[config.mk]
export PLATFORM = sky130hd
export DESIGN_NAME = adc_scan_seq
export DESIGN_NICKNAME = d
export VERILOG_FILES = /design/src/rtl/adc_scan_pkg.sv /design/src/rtl/adc_scan_grp_reg.sv /design/src/rtl/adc_scan_ctrl.sv /design/src/rtl/adc_scan_result.sv /design/src/rtl/adc_scan_seq.sv
export SDC_FILE = /design/constraint.sdc
export NUM_CORES = 1
export LEC_CHECK = 0
export ABC_CLOCK_PERIOD_IN_PS = 5000
export BUFFER_PORTS_ARGS = -buffer_cell sky130_fd_sc_hd__buf_2
export CORE_MARGIN = 3
export CORE_UTILIZATION = 54
export CTS_BUF_LIST = sky130_fd_sc_hd__clkbuf_4
export CTS_CLUSTER_DIAMETER = 80
export CTS_CLUSTER_SIZE = 24
export DETAILED_ROUTE_END_ITERATION = 8
export MAX_ROUTING_LAYER = met4
export PLACE_DENSITY_LB_ADDON = 0.25
export REMOVE_ABC_BUFFERS = 1
export SLEW_MARGIN = 20
export SYNTH_ARGS = -nofsm -noshare
export SYNTH_HDL_FRONTEND = slang
export SYNTH_SLANG_ARGS = --single-unit
[constraint.sdc]
create_clock -name clk -period 5 [get_ports clk]
set_input_delay 1 -clock clk [delete_from_list [all_inputs] [get_ports clk]]
set_output_delay 1 -clock clk [all_outputs]
set_load 0.02 [all_outputs]
[src/rtl/adc_scan_pkg.sv]
package adc_scan_pkg;

    localparam int SLOTS      = 4;
    localparam int SLOT_W     = $clog2(SLOTS);
    localparam int DEF_GRP_W  = 1;
    localparam int DEF_RES_W  = 10;
    localparam int DEF_TAG_W  = 3;

    typedef enum logic [1:0] {
        SEQ_STOP = 2'd0,
        SEQ_WAIT = 2'd1,
        SEQ_RUN  = 2'd2
    } seq_state_e;

    typedef struct packed {
        logic halt;
        logic restart;
        logic take;
    } seq_evt_t;

    function automatic logic [SLOT_W-1:0] slot_next(input logic [SLOT_W-1:0] s);
        return (s == SLOT_W'(SLOTS - 1)) ? '0 : s + SLOT_W'(1);
    endfunction

endpackage

[src/rtl/adc_scan_grp_reg.sv]
module adc_scan_grp_reg #(
    parameter int GRP_W = adc_scan_pkg::DEF_GRP_W
) (
    input  logic             clk,
    input  logic             rst,
    input  logic             grp_wr,
    input  logic [GRP_W-1:0] grp_wdata,
    output logic [GRP_W-1:0] grp_q
);

    always_ff @(posedge clk) begin
        if (rst)         grp_q <= '0;
        else if (grp_wr) grp_q <= grp_wdata;
    end

endmodule

[src/rtl/adc_scan_ctrl.sv]
module adc_scan_ctrl
    import adc_scan_pkg::*;
#(
    parameter int TAG_W = DEF_TAG_W
) (
    input  logic              clk,
    input  logic              rst,
    input  logic              cfg_en,
    input  logic              hw_trig,
    input  logic              busy_wr,
    input  logic              busy_wdata,
    input  logic              grp_wr,
    input  logic              conv_done,
    input  logic [TAG_W-1:0]  conv_done_tag,
    output logic              busy,
    output logic              launch,
    output logic [SLOT_W-1:0] slot,
    output logic [TAG_W-1:0]  tag,
    output logic              take
);

    seq_state_e        state_q;
    logic [SLOT_W-1:0] slot_q;
    logic [TAG_W-1:0]  tag_q;
    logic              launch_q;
    logic              in_run;
    seq_evt_t          evt;

    always_comb begin
        in_run      = (state_q == SEQ_RUN);
        evt.halt    = cfg_en && in_run && busy_wr && !busy_wdata;
        evt.restart = cfg_en && in_run && !evt.halt &&
                      (hw_trig || grp_wr || (busy_wr && busy_wdata));
        evt.take    = cfg_en && in_run && !evt.halt && !evt.restart &&
                      !launch_q && conv_done && (conv_done_tag == tag_q);
    end

    always_ff @(posedge clk) begin
        if (rst) begin
            state_q  <= SEQ_STOP;
            slot_q   <= '0;
            tag_q    <= '0;
            launch_q <= 1'b0;
        end else if (!cfg_en) begin
            state_q  <= SEQ_STOP;
            launch_q <= 1'b0;
            if (in_run) tag_q <= tag_q + TAG_W'(1);
        end else begin
            unique case (state_q)
                SEQ_STOP: state_q <= SEQ_WAIT;
                SEQ_WAIT: begin
                    if (hw_trig) begin
                        state_q  <= SEQ_RUN;
                        slot_q   <= '0;
                        launch_q <= 1'b1;
                        tag_q    <= tag_q + TAG_W'(1);
                    end
                end
                SEQ_RUN: begin
                    if (evt.halt) begin
                        state_q  <= SEQ_WAIT;
                        launch_q <= 1'b0;
                        tag_q    <= tag_q + TAG_W'(1);
                    end else if (evt.restart) begin
                        slot_q   <= '0;
                        launch_q <= 1'b1;
                        tag_q    <= tag_q + TAG_W'(1);
                    end else if (evt.take) begin
                        slot_q   <= slot_next(slot_q);
                        launch_q <= 1'b1;
                    end else begin
                        launch_q <= 1'b0;
                    end
                end
                default: state_q <= SEQ_STOP;
            endcase
        end
    end

    assign busy   = in_run;
    assign launch = launch_q;
    assign slot   = slot_q;
    assign tag    = tag_q;
    assign take   = evt.take;

    AST_OFF_IDLE: assert property (@(posedge clk) disable iff (rst)
        !$past(cfg_en) |-> (state_q == SEQ_STOP && !launch_q));

    AST_START_IN_RUN: assert property (@(posedge clk) disable iff (rst)
        launch_q |-> (state_q == SEQ_RUN));

    AST_RESTART_FIRST: assert property (@(posedge clk) disable iff (rst)
        $past(evt.restart) |-> (launch_q && slot_q == '0));

    AST_HALT_WAIT: assert property (@(posedge clk) disable iff (rst)
        $past(evt.halt) |-> (state_q == SEQ_WAIT && !launch_q));

endmodule

[src/rtl/adc_scan_result.sv]
module adc_scan_result #(
    parameter int RES_W = adc_scan_pkg::DEF_RES_W,
    parameter int CH_W  = adc_scan_pkg::DEF_GRP_W + adc_scan_pkg::SLOT_W
) (
    input  logic             clk,
    input  logic             rst,
    input  logic             take,
    input  logic [CH_W-1:0]  ch_in,
    input  logic [RES_W-1:0] data_in,
    output logic [RES_W-1:0] result,
    output logic [CH_W-1:0]  result_ch,
    output logic             eoc_irq
);

    always_ff @(posedge clk) begin
        if (rst) begin
            result    <= '0;
            result_ch <= '0;
            eoc_irq   <= 1'b0;
        end else begin
            eoc_irq <= take;
            if (take) begin
                result    <= data_in;
                result_ch <= ch_in;
            end
        end
    end

    AST_IRQ_SINGLE: assert property (@(posedge clk) disable iff (rst)
        eoc_irq |=> !eoc_irq);

endmodule

[src/rtl/adc_scan_seq.sv]
module adc_scan_seq
    import adc_scan_pkg::*;
#(
    parameter int GRP_W = DEF_GRP_W,
    parameter int RES_W = DEF_RES_W,
    parameter int TAG_W = DEF_TAG_W,
    localparam int CH_W = GRP_W + SLOT_W
) (
    input  logic             clk,
    input  logic             rst,
    input  logic             cfg_en,
    input  logic             hw_trig,
    input  logic             busy_wr,
    input  logic             busy_wdata,
    input  logic             grp_wr,
    input  logic [GRP_W-1:0] grp_wdata,
    input  logic             conv_done,
    input  logic [TAG_W-1:0] conv_done_tag,
    input  logic [RES_W-1:0] conv_result,
    output logic             busy,
    output logic             conv_start,
    output logic [CH_W-1:0]  conv_ch,
    output logic [TAG_W-1:0] conv_tag,
    output logic [RES_W-1:0] result,
    output logic [CH_W-1:0]  result_ch,
    output logic             eoc_irq
);

    logic [GRP_W-1:0]  grp_q;
    logic [SLOT_W-1:0] slot;
    logic              take;

    adc_scan_grp_reg #(.GRP_W(GRP_W)) u_grp (
        .clk       (clk),
        .rst       (rst),
        .grp_wr    (grp_wr),
        .grp_wdata (grp_wdata),
        .grp_q     (grp_q)
    );

    adc_scan_ctrl #(.TAG_W(TAG_W)) u_ctrl (
        .clk           (clk),
        .rst           (rst),
        .cfg_en        (cfg_en),
        .hw_trig       (hw_trig),
        .busy_wr       (busy_wr),
        .busy_wdata    (busy_wdata),
        .grp_wr        (grp_wr),
        .conv_done     (conv_done),
        .conv_done_tag (conv_done_tag),
        .busy          (busy),
        .launch        (conv_start),
        .slot          (slot),
        .tag           (conv_tag),
        .take          (take)
    );

    assign conv_ch = {grp_q, slot};

    adc_scan_result #(.RES_W(RES_W), .CH_W(CH_W)) u_res (
        .clk       (clk),
        .rst       (rst),
        .take      (take),
        .ch_in     (conv_ch),
        .data_in   (conv_result),
        .result    (result),
        .result_ch (result_ch),
        .eoc_irq   (eoc_irq)
    );

    AST_ABORT_NO_IRQ: assert property (@(posedge clk) disable iff (rst)
        $past(busy && cfg_en && (hw_trig || grp_wr || busy_wr)) |-> !eoc_irq);

endmodule

---- Yosys cells after proc, flatten, opt, wreduce, memory -nomap -nowiden ----
Index checks and enable logic that the tools add are counted.
storage, ports and cells
  bits in registers ....................... 23
  input bits .............................. 22
  word-level logic and storage cells ...... 65
cells by class
  add/sub/neg operators ................... 2
  equal/unequal tests ..................... 10
  mux-type cells .......................... 20
  bitwise logic cells ..................... 1
  reductions and logical operators ........ 24
operators by type and width
  operator                                                                count
  3-bit two-way mux                                                       5
  2-bit two-way mux                                                       7
  1-bit logical AND                                                       10
  2-bit one-hot mux with 3 select lines                                   1
  3-bit one-hot mux with 2 select lines                                   1
  5-bit AND reduction                                                     1
  2-bit equality test (second input constant)                             2
  1-bit zero test                                                         4
  1-bit two-way mux                                                       4
  2-bit != test (second input constant)                                   2
  4-bit by 2-bit != test with 1-bit output (second input constant)        1
  2-bit one-hot mux with 2 select lines                                   1
  2-bit AND reduction                                                     2
  4-bit AND reduction                                                     1
  2-bit nonzero test                                                      2
  3-bit by 1-bit adder with 3-bit output (second input constant)          1
  3-bit equality test                                                     1
  3-bit by 1-bit != test with 1-bit output (second input constant)        1
  3-bit != test (second input constant)                                   1
  2-bit by 1-bit adder with 2-bit output (second input constant)          1
  2-bit by 1-bit equality test with 1-bit output (second input constant)  1
  2-bit zero test                                                         1
  1-bit logical OR                                                        2
  2-bit by 1-bit != test with 1-bit output (second input constant)        1
  other kinds (3)                                                         3

---- Logic depth before layout (Yosys ltp) ----
Gate-level depths: netlist (run 1).
  depth after elaboration ................. 16
  depth in mapped cells ................... 7

---- Modules after synthesis ----
A second synthesis (run 1) with hierarchy kept.
unflattened totals
  cell total of the unflattened synthesis .. 111
  area total of the unflattened synthesis .. 1092.3 um^2
by module, submodules not included
  module            instances  cells an instance  area an instance (um^2)  sequential area each (um^2)
  adc_scan_ctrl     1          63                 549.3                    160.2
  adc_scan_result   1          44                 501.7                    280.3
  adc_scan_grp_reg  1          3                  33.8                     20.0
  adc_scan_seq      1          1                  7.5                      0.0

---- Worst setup path after synthesis (run 1) ----
OpenSTA, ideal clock, no wires.
  path kind ............................... input to register
  start point ............................. in grp_wr
  end point ............................... reg u_ctrl.tag_q[2] (netlist: u_ctrl.tag[2])
  arrival time ............................ 1.967 ns
  slack ................................... 2.901 ns
  stages on the path ...................... 4
  buffers on the path ..................... 0
  cells stage by stage .................... or4b_4 a31oi_4 or4_1 a21oi_1
on the way
  word-level cells in the longest chain between the ends .. 5
RTL lines
  what                                                RTL line             text
  start, declared                                     adc_scan_seq.sv:15   input logic grp_wr,
  1-bit logical OR (2 in series)                      adc_scan_ctrl.sv:33  (hw_trig || grp_wr || (busy_wr && busy_wdata));
  1-bit logical AND                                   adc_scan_ctrl.sv:32  evt.restart = cfg_en && in_run && !evt.halt &&
  4-bit by 2-bit != test with 1-bit output (no line)  -
  4-bit AND reduction (no line)                       -
  end signal, assigned                                adc_scan_ctrl.sv:47  if (in_run) tag_q <= tag_q + TAG_W'(1);
  end signal, assigned                                adc_scan_ctrl.sv:56  tag_q <= tag_q + TAG_W'(1);
  end signal, assigned                                adc_scan_ctrl.sv:63  tag_q <= tag_q + TAG_W'(1);
  end, declared                                       adc_scan_ctrl.sv:24  logic [TAG_W-1:0] tag_q;
No other way between the ends.
A chain may end at the register's enable or synchronous reset.

---- Worst setup path in the final report (run 1) ----
  start point ............................. reg u_ctrl.state_q[0]
  end point ............................... out busy
on the way
  word-level cells in the longest chain between the ends .. 1
RTL lines
  what                    RTL line             text
  start, declared         adc_scan_ctrl.sv:22  seq_state_e state_q;
  start signal, assigned  adc_scan_ctrl.sv:40  state_q <= SEQ_STOP;
  start signal, assigned  adc_scan_ctrl.sv:45  state_q <= SEQ_STOP;
  start signal, assigned  adc_scan_ctrl.sv:50  SEQ_STOP: state_q <= SEQ_WAIT;
  2-bit equality test     adc_scan_ctrl.sv:30  in_run = (state_q == SEQ_RUN);
  end, declared           adc_scan_seq.sv:20   output logic busy,
No other way between the ends.

==> qor.yml, run 1 <==
status: "finished, final reports clean"
cts_buffers: 3
yosysUniqueCellTypes: 35
clkPwrFrac: 0.280
ys_warn_count: 0
p_seq_frac: 0.593
nets: 210
worst_pin_slew_ns: 0.616
htree_levels: 1
clock_path_buffers: 2
synthXorXnorAreaFrac: 0.0221
critPathLaunchType: "register"
min_period_ns: 2.31
post_cts_buffers: 0
portBuffers: 43
drt_iter0_drc: 45
die_w_um: 52.9
synth_top_family_by_area: "simple AND/OR/NAND/NOR gates"
rsz0062_at_grt: "no"
synthCells: 142
synth_edf_count: 0
drive_gt1_frac: 0.282
antenna_found_initial: 0
coreArea_um2: 2020
ys_ff_latch: 23
p_leak_nw: 0.594
synth_simple_gate_area_frac: 0.236
hold_viol: 0
final_area_um2: 1420
synth-main-ff-cell: "dfxtp_1"
clockRootBuffer: "clkbuf_4"
power_mw: 0.317
max_slew_margin: 0.588
initial_core_util: 0.587
n_fill_cell: 185
ios: 44
synthMuxAreaShare: 0.00843
wirelength_mm: 2.89
drc_errors: 0
cp_max_fo: 9
post_cts_resize_count: 0
synth-compound-area-share: 0.228
diodes: 0
synth-async-reset-ratio: 0
drtAntennaViolNets: 0
path_clk_slew_ns: 0.12
cts_hold_buffers: 0
ir_drop_mv: 0.165
slew_violations: 0
sw_frac_of_total: 0.249
syn-cell-area_um2: 1190
setup_viol: 0
clk_latency_ns: 0.31
die_area_um2: 2800
wl_per_cell_um: 13.9
cts_sinks: 23
power_per_cell_area_nw_per_um2: 223
arrival_ns: 1.31
grt_pass1_vias: 1034
viasPerCell: 5.75
track_usage: 0.222
grt_max_degree: 25
maxCapViolations: 0
cp.required_ns: 4.00
crit_path_end_kind: "output port"
grt_pass1_wl_mm: 4.50
p_sw_mw: 0.0789
die_height_um: 52.9
period_share: 0.462
seq_area_um2: 460
cts_tree: "yes"
setup_tns_ns: 0
vias: 1196
intPower_mw: 0.238
crit_type: "register to output port"
synth_fa_ha_area_frac: 0.0632
hold_class: "register to register"
postSynthAreaPerCell_um2: 8.36
routabilityCongestion: 0.845
yosysSeqAreaShare: 0.388
pwr-share-comb: 0.128
grt_overflow_total: 0
drtPass1Iterations: 4
fmax_mhz: 433
holdWs_ns: 0.481
dp_hpwl_mm: 2.09
rows: 16
syn2layout_area_growth_pct: 19.9
fin_worst_skew_ns: 0.0101
multi_input_area_um2: 662
postPlaceCellArea_um2: 1390
[per-stage QoR]
stage	setup WS [ns]	utilization	std cells
after floorplan	2.91	-	134
after global placement	2.64	0.689	204
after detailed placement	2.49	0.689	204
after CTS	2.69	0.704	208
after global routing	2.62	0.704	208
final	2.69	0.704	208
[worst max-delay path, stage by stage, from the launching register on]
cell and delay (ns):
dfxtp_1 0.37, inv_1 0.09, ha_1 0.32, buf_2 0.23
[synthesized netlist by cell type, types with 2 or more instances]
library cell	number	area (um2)
dfxtp_1	23	460
nor4_1	2	12.5
nand2b_1	4	25.0
nor2b_1	5	31.3
clkbuf_1	5	18.8
inv_1	5	18.8
nand3_1	11	55.1
o21ai_1	4	20.0
o31ai_1	3	22.5
nand2_1	4	15.0
ha_1	6	75.1
xnor2_1	3	26.3
o21ai_0	16	80.1
or3_1	2	12.5
a41oi_1	2	17.5
or4_1	2	15.0
nand4_1	3	18.8
nor2_1	7	26.3
a21oi_1	19	95.1
[path summary, 6_finish.rpt]
| path | cells after the start | endpoint | start | slack (ns) |
|---|---|---|---|---|
| max reg2reg | 6 | u_res.result[7] | u_ctrl.state_q[0] | 2.85 |
| min | 2 | u_res.result[6] | u_res.result[6] | 0.48 |
| max | 3 | busy | u_ctrl.state_q[0] | 2.69 |
| min reg2reg | 2 | u_res.result[6] | u_res.result[6] | 0.48 |
[final cells by class]
cell class,instances,area share
Timing Repair Buffer,43,0.151
Sequential cell,23,0.323
Inverter,6,0.0158
Multi-Input combinational cell,105,0.465
Clock buffer,4,0.0211
Tap cell,27,0.0237
[registers in the layout, summed over array words and instances (netlist names)]
name and flops:
u_res.result 10, u_res.result_ch 3, u_ctrl.tag 3, u_ctrl.state_q 2, u_res.eoc_irq 1, u_ctrl.slot 2, u_ctrl.launch 1, u_grp.grp_q 1
[power by group through the flow]
stage | clock network [mW] | logic (mW) | registers (mW)
after CTS | 0.0900 | 0.0404 | 0.188
after floorplan | 0 | 0.0193 | 0.194
after detailed placement | 0 | 0.0402 | 0.192
after global routing | 0.0987 | 0.0452 | 0.189
final | 0.0887 | 0.0406 | 0.188
after global placement | 0 | 0.0386 | 0.192
[per-layer routing]
metal / GRT usage / up-vias / part of all wire
li1: - / 589 / -
met1: 0.266 / 556 / 0.44
met2: 0.374 / 46 / 0.48
met3: 0.0423 / 5 / 0.072
met4: 0.0723 / 0 / 0.010
met5: - / - / 0
[cells by family after synthesis]
group           Yosys count
simple gates             48
compound gates           47
flops                    23
buf+inv                  14
fa+ha+maj                 6
xor+xnor                  3
mux                       1
[cell usage in the layout, fill, tap and decap left out, types with 2 or more instances in the layout]
cell type   n
o31ai_1     3
nand2_1     4
or3_1       2
o21ai_0    16
xnor2_1     3
inv_1       5
nor2b_1     5
nand2b_1    4
or4_1       2
nor2_1      7
clkbuf_4    4
nand4_1     3
buf_2      43
ha_1        6
a21oi_1    19
nand3_1    11
o21ai_1     4
a41oi_1     2
nor4_1      2
dfxtp_1    23
No activity file was read; power rests on OpenSTA's default activity.
==> run 2, diff against run 1 <==
--- a/config.mk
+++ b/config.mk
@@ -5,10 +5,10 @@
 export SDC_FILE = /design/constraint.sdc
 export NUM_CORES = 1
 export LEC_CHECK = 0
-export ABC_CLOCK_PERIOD_IN_PS = 5000
+export ABC_CLOCK_PERIOD_IN_PS = 2380
 export BUFFER_PORTS_ARGS = -buffer_cell sky130_fd_sc_hd__buf_2
 export CORE_MARGIN = 3
-export CORE_UTILIZATION = 54
+export CORE_UTILIZATION = 50
 export CTS_BUF_LIST = sky130_fd_sc_hd__clkbuf_4
 export CTS_CLUSTER_DIAMETER = 80
 export CTS_CLUSTER_SIZE = 24
==> constraint.sdc (replaced) <==
create_clock -name clk -period 2.38 [get_ports clk]
set_input_delay 0.476 -clock clk [delete_from_list [all_inputs] [get_ports clk]]
set_output_delay 0.476 -clock clk [all_outputs]
set_load 0.02 [all_outputs]
==> run 2 against run 1 <==
Compared with the run above:
- worst hold slack got worse by 0.077 ns
- largest power group unchanged
- non-clock buffer count did not move
- clock power rose by 98%
- clock skew fell by 0.0066 ns
- core utilization fell by 6.7 points
- sequential share of layout area barely moved
==> qor.yml, run 2 (synthesis results as in run 1) <==
worst_pin_slew_ns: 0.639  # +0.0234 ns
intPower_mw: 0.487  # +100%
crit_chain: "inv_1 > ha_1 > nor4b_1 > nand2_1 > o21ai_0 > a21oi_1"
critPathTopFamily: "simple AND/OR/NAND/NOR gates"
crit_type: "register to register"
routabilityCongestion: 0.896  # +6.1%
drc_errors: 0  # unchanged
clockRootBuffer: "clkbuf_4"
final_cell_mix: "43 x buf_2, 23 x dfxtp_1, 19 x a21oi_1"
rr_worst_depth: 6  # unchanged
setup_viol: 0  # unchanged
syn2layout_area_growth_pct: 19.8  # about the same
dp_hpwl_mm: 2.11  # +1.1%
arrival_ns: 2.26  # +0.95 ns
p_seq_frac: 0.602  # +0.009
path_clk_slew_ns: 0.12  # about the same
rows: 17  # +1
place_ws_ns: 0.339  # -2.15 ns
final_util: 0.637  # -0.0672
die_height_um: 54.7  # +3.5%
ios: 44  # unchanged
htree_levels: 1  # unchanged
drtPass1Iterations: 4  # unchanged
n_fill_cell: 218  # +18%
cts_hold_buffers: 0  # unchanged
wirelength_mm: 2.81  # -2.5%
initial_core_util: 0.532  # -0.0556
grt_max_degree: 25  # unchanged
max_slew_margin: 0.573  # -0.0156
critPathLaunchType: "register"
cts_sinks: 23  # unchanged
cp.required_ns: 2.57  # -1.43 ns
grt_pass1_wl_mm: 4.33  # -3.8%
cp_max_fo: 13  # +4
final_common_cell: "buf_2"
setup_tns_ns: 0  # unchanged
p_leak_nw: 0.593  # -0.12%
die_area_um2: 3000  # +7.1%
status: "finished, final reports clean"
clk_latency_ns: 0.31  # about the same
clkPwrFrac: 0.268  # -0.012
antenna_found_initial: 0  # unchanged
crit_path_max_incr_delay_ns: 0.46  # +0.09 ns
viasPerCell: 5.64  # -1.9%
drtAntennaViolNets: 0  # unchanged
die_w_um: 54.7  # +3.5%
largest_reg_flops: 10  # unchanged
post_cts_resize_count: 0  # unchanged
grt_overflow_total: 0  # unchanged
sw_frac_of_total: 0.258  # +0.00974
cpMaxStageDelayCell: "nor4b_1"
pwr-share-comb: 0.130  # +0.002
clock_path_buffers: 2  # unchanged
cts_tree: "yes"
drive_gt1_frac: 0.282  # unchanged
power_per_cell_area_nw_per_um2: 462  # +110%
diodes: 0  # unchanged
rsz0062_at_grt: "no"
maxCapViolations: 0  # unchanged
period_share: 0.871
min_period_ns: 2.07
nets: 210  # unchanged
holdWs_ns: 0.404  # -0.0773 ns
fmax_mhz: 482
track_usage: 0.203  # -0.0192
coreArea_um2: 2230  # +10%
fin_worst_skew_ns: 0.00358  # -0.00657 ns
cts_buffers: 3  # unchanged
postPlaceCellArea_um2: 1400  # about the same
crit_path_end_kind: "register"
critPathBufInv: 1  # -1
hold_viol: 0  # unchanged
final_area_um2: 1420  # about the same
setup_slack_ns: 0.306  # -2.38 ns
p_sw_mw: 0.170  # +120%
hold_class: "primary input to register"
post_cts_buffers: 0  # unchanged
hold_path_depth: 3  # +1
ir_drop_mv: 0.411  # +150%
largest-register: "u_res.result"
drt_iter0_drc: 24  # -47%
slew_violations: 0  # unchanged
vias: 1179  # -1.4%
portBuffers: 43  # unchanged
grt_pass1_vias: 985  # -4.7%
cp_num_cells: 6  # +3
wl_per_cell_um: 13.5  # -3.0%
-- run 2: area by class of cell --
class	instances	area [um2]	share of cell area
Timing Repair Buffer	43	215	0.151
Multi-Input combinational cell	105	662	0.465
Inverter	6	22.5	0.0158
Sequential cell	23	460	0.324
Clock buffer	3	22.5	0.0158
Clock inverter	1	5.00	0.00352
Tap cell	28	35.0	0.0246
-- run 2: power by group through the flow --
stage	Combinational (mW)	Sequential, mW	Clock [mW]
floorplan	0.0405	0.407	0
global placement	0.0819	0.403	0
detailed placement	0.0849	0.404	0
CTS	0.0853	0.395	0.184
global route	0.0953	0.396	0.196
finish	0.0855	0.395	0.176
-- run 2: layer usage --
metal,GRT usage,vias up,part of all wire
met5,-,-,0
met4,0.0705,0,0.0082
met3,0.0245,4,0.075
met2,0.321,52,0.48
met1,0.264,529,0.43
li1,-,594,-
-- run 2: worst min-delay path, stage by stage --
cell and delay, ns:
buf_2 0.09, nand3_1 0.05, a21oi_1 0.06
-- run 2: final timing paths --
check	start	slack [ns]	to
min	conv_result[2]	0.40	u_res.result[2]
min reg2reg	u_res.result_ch[2]	0.48	u_res.result_ch[2]
max reg2reg	u_ctrl.state_q[0]	0.31	u_res.result[4]
max	u_ctrl.state_q[0]	0.31	u_res.result[4]
-- run 2: per-stage QoR --
stage	total power, mW	instances
floorplan	0.447	134
global placement	0.485	205
detailed placement	0.489	205
CTS	0.664	209
global route	0.688	209
finish	0.657	209
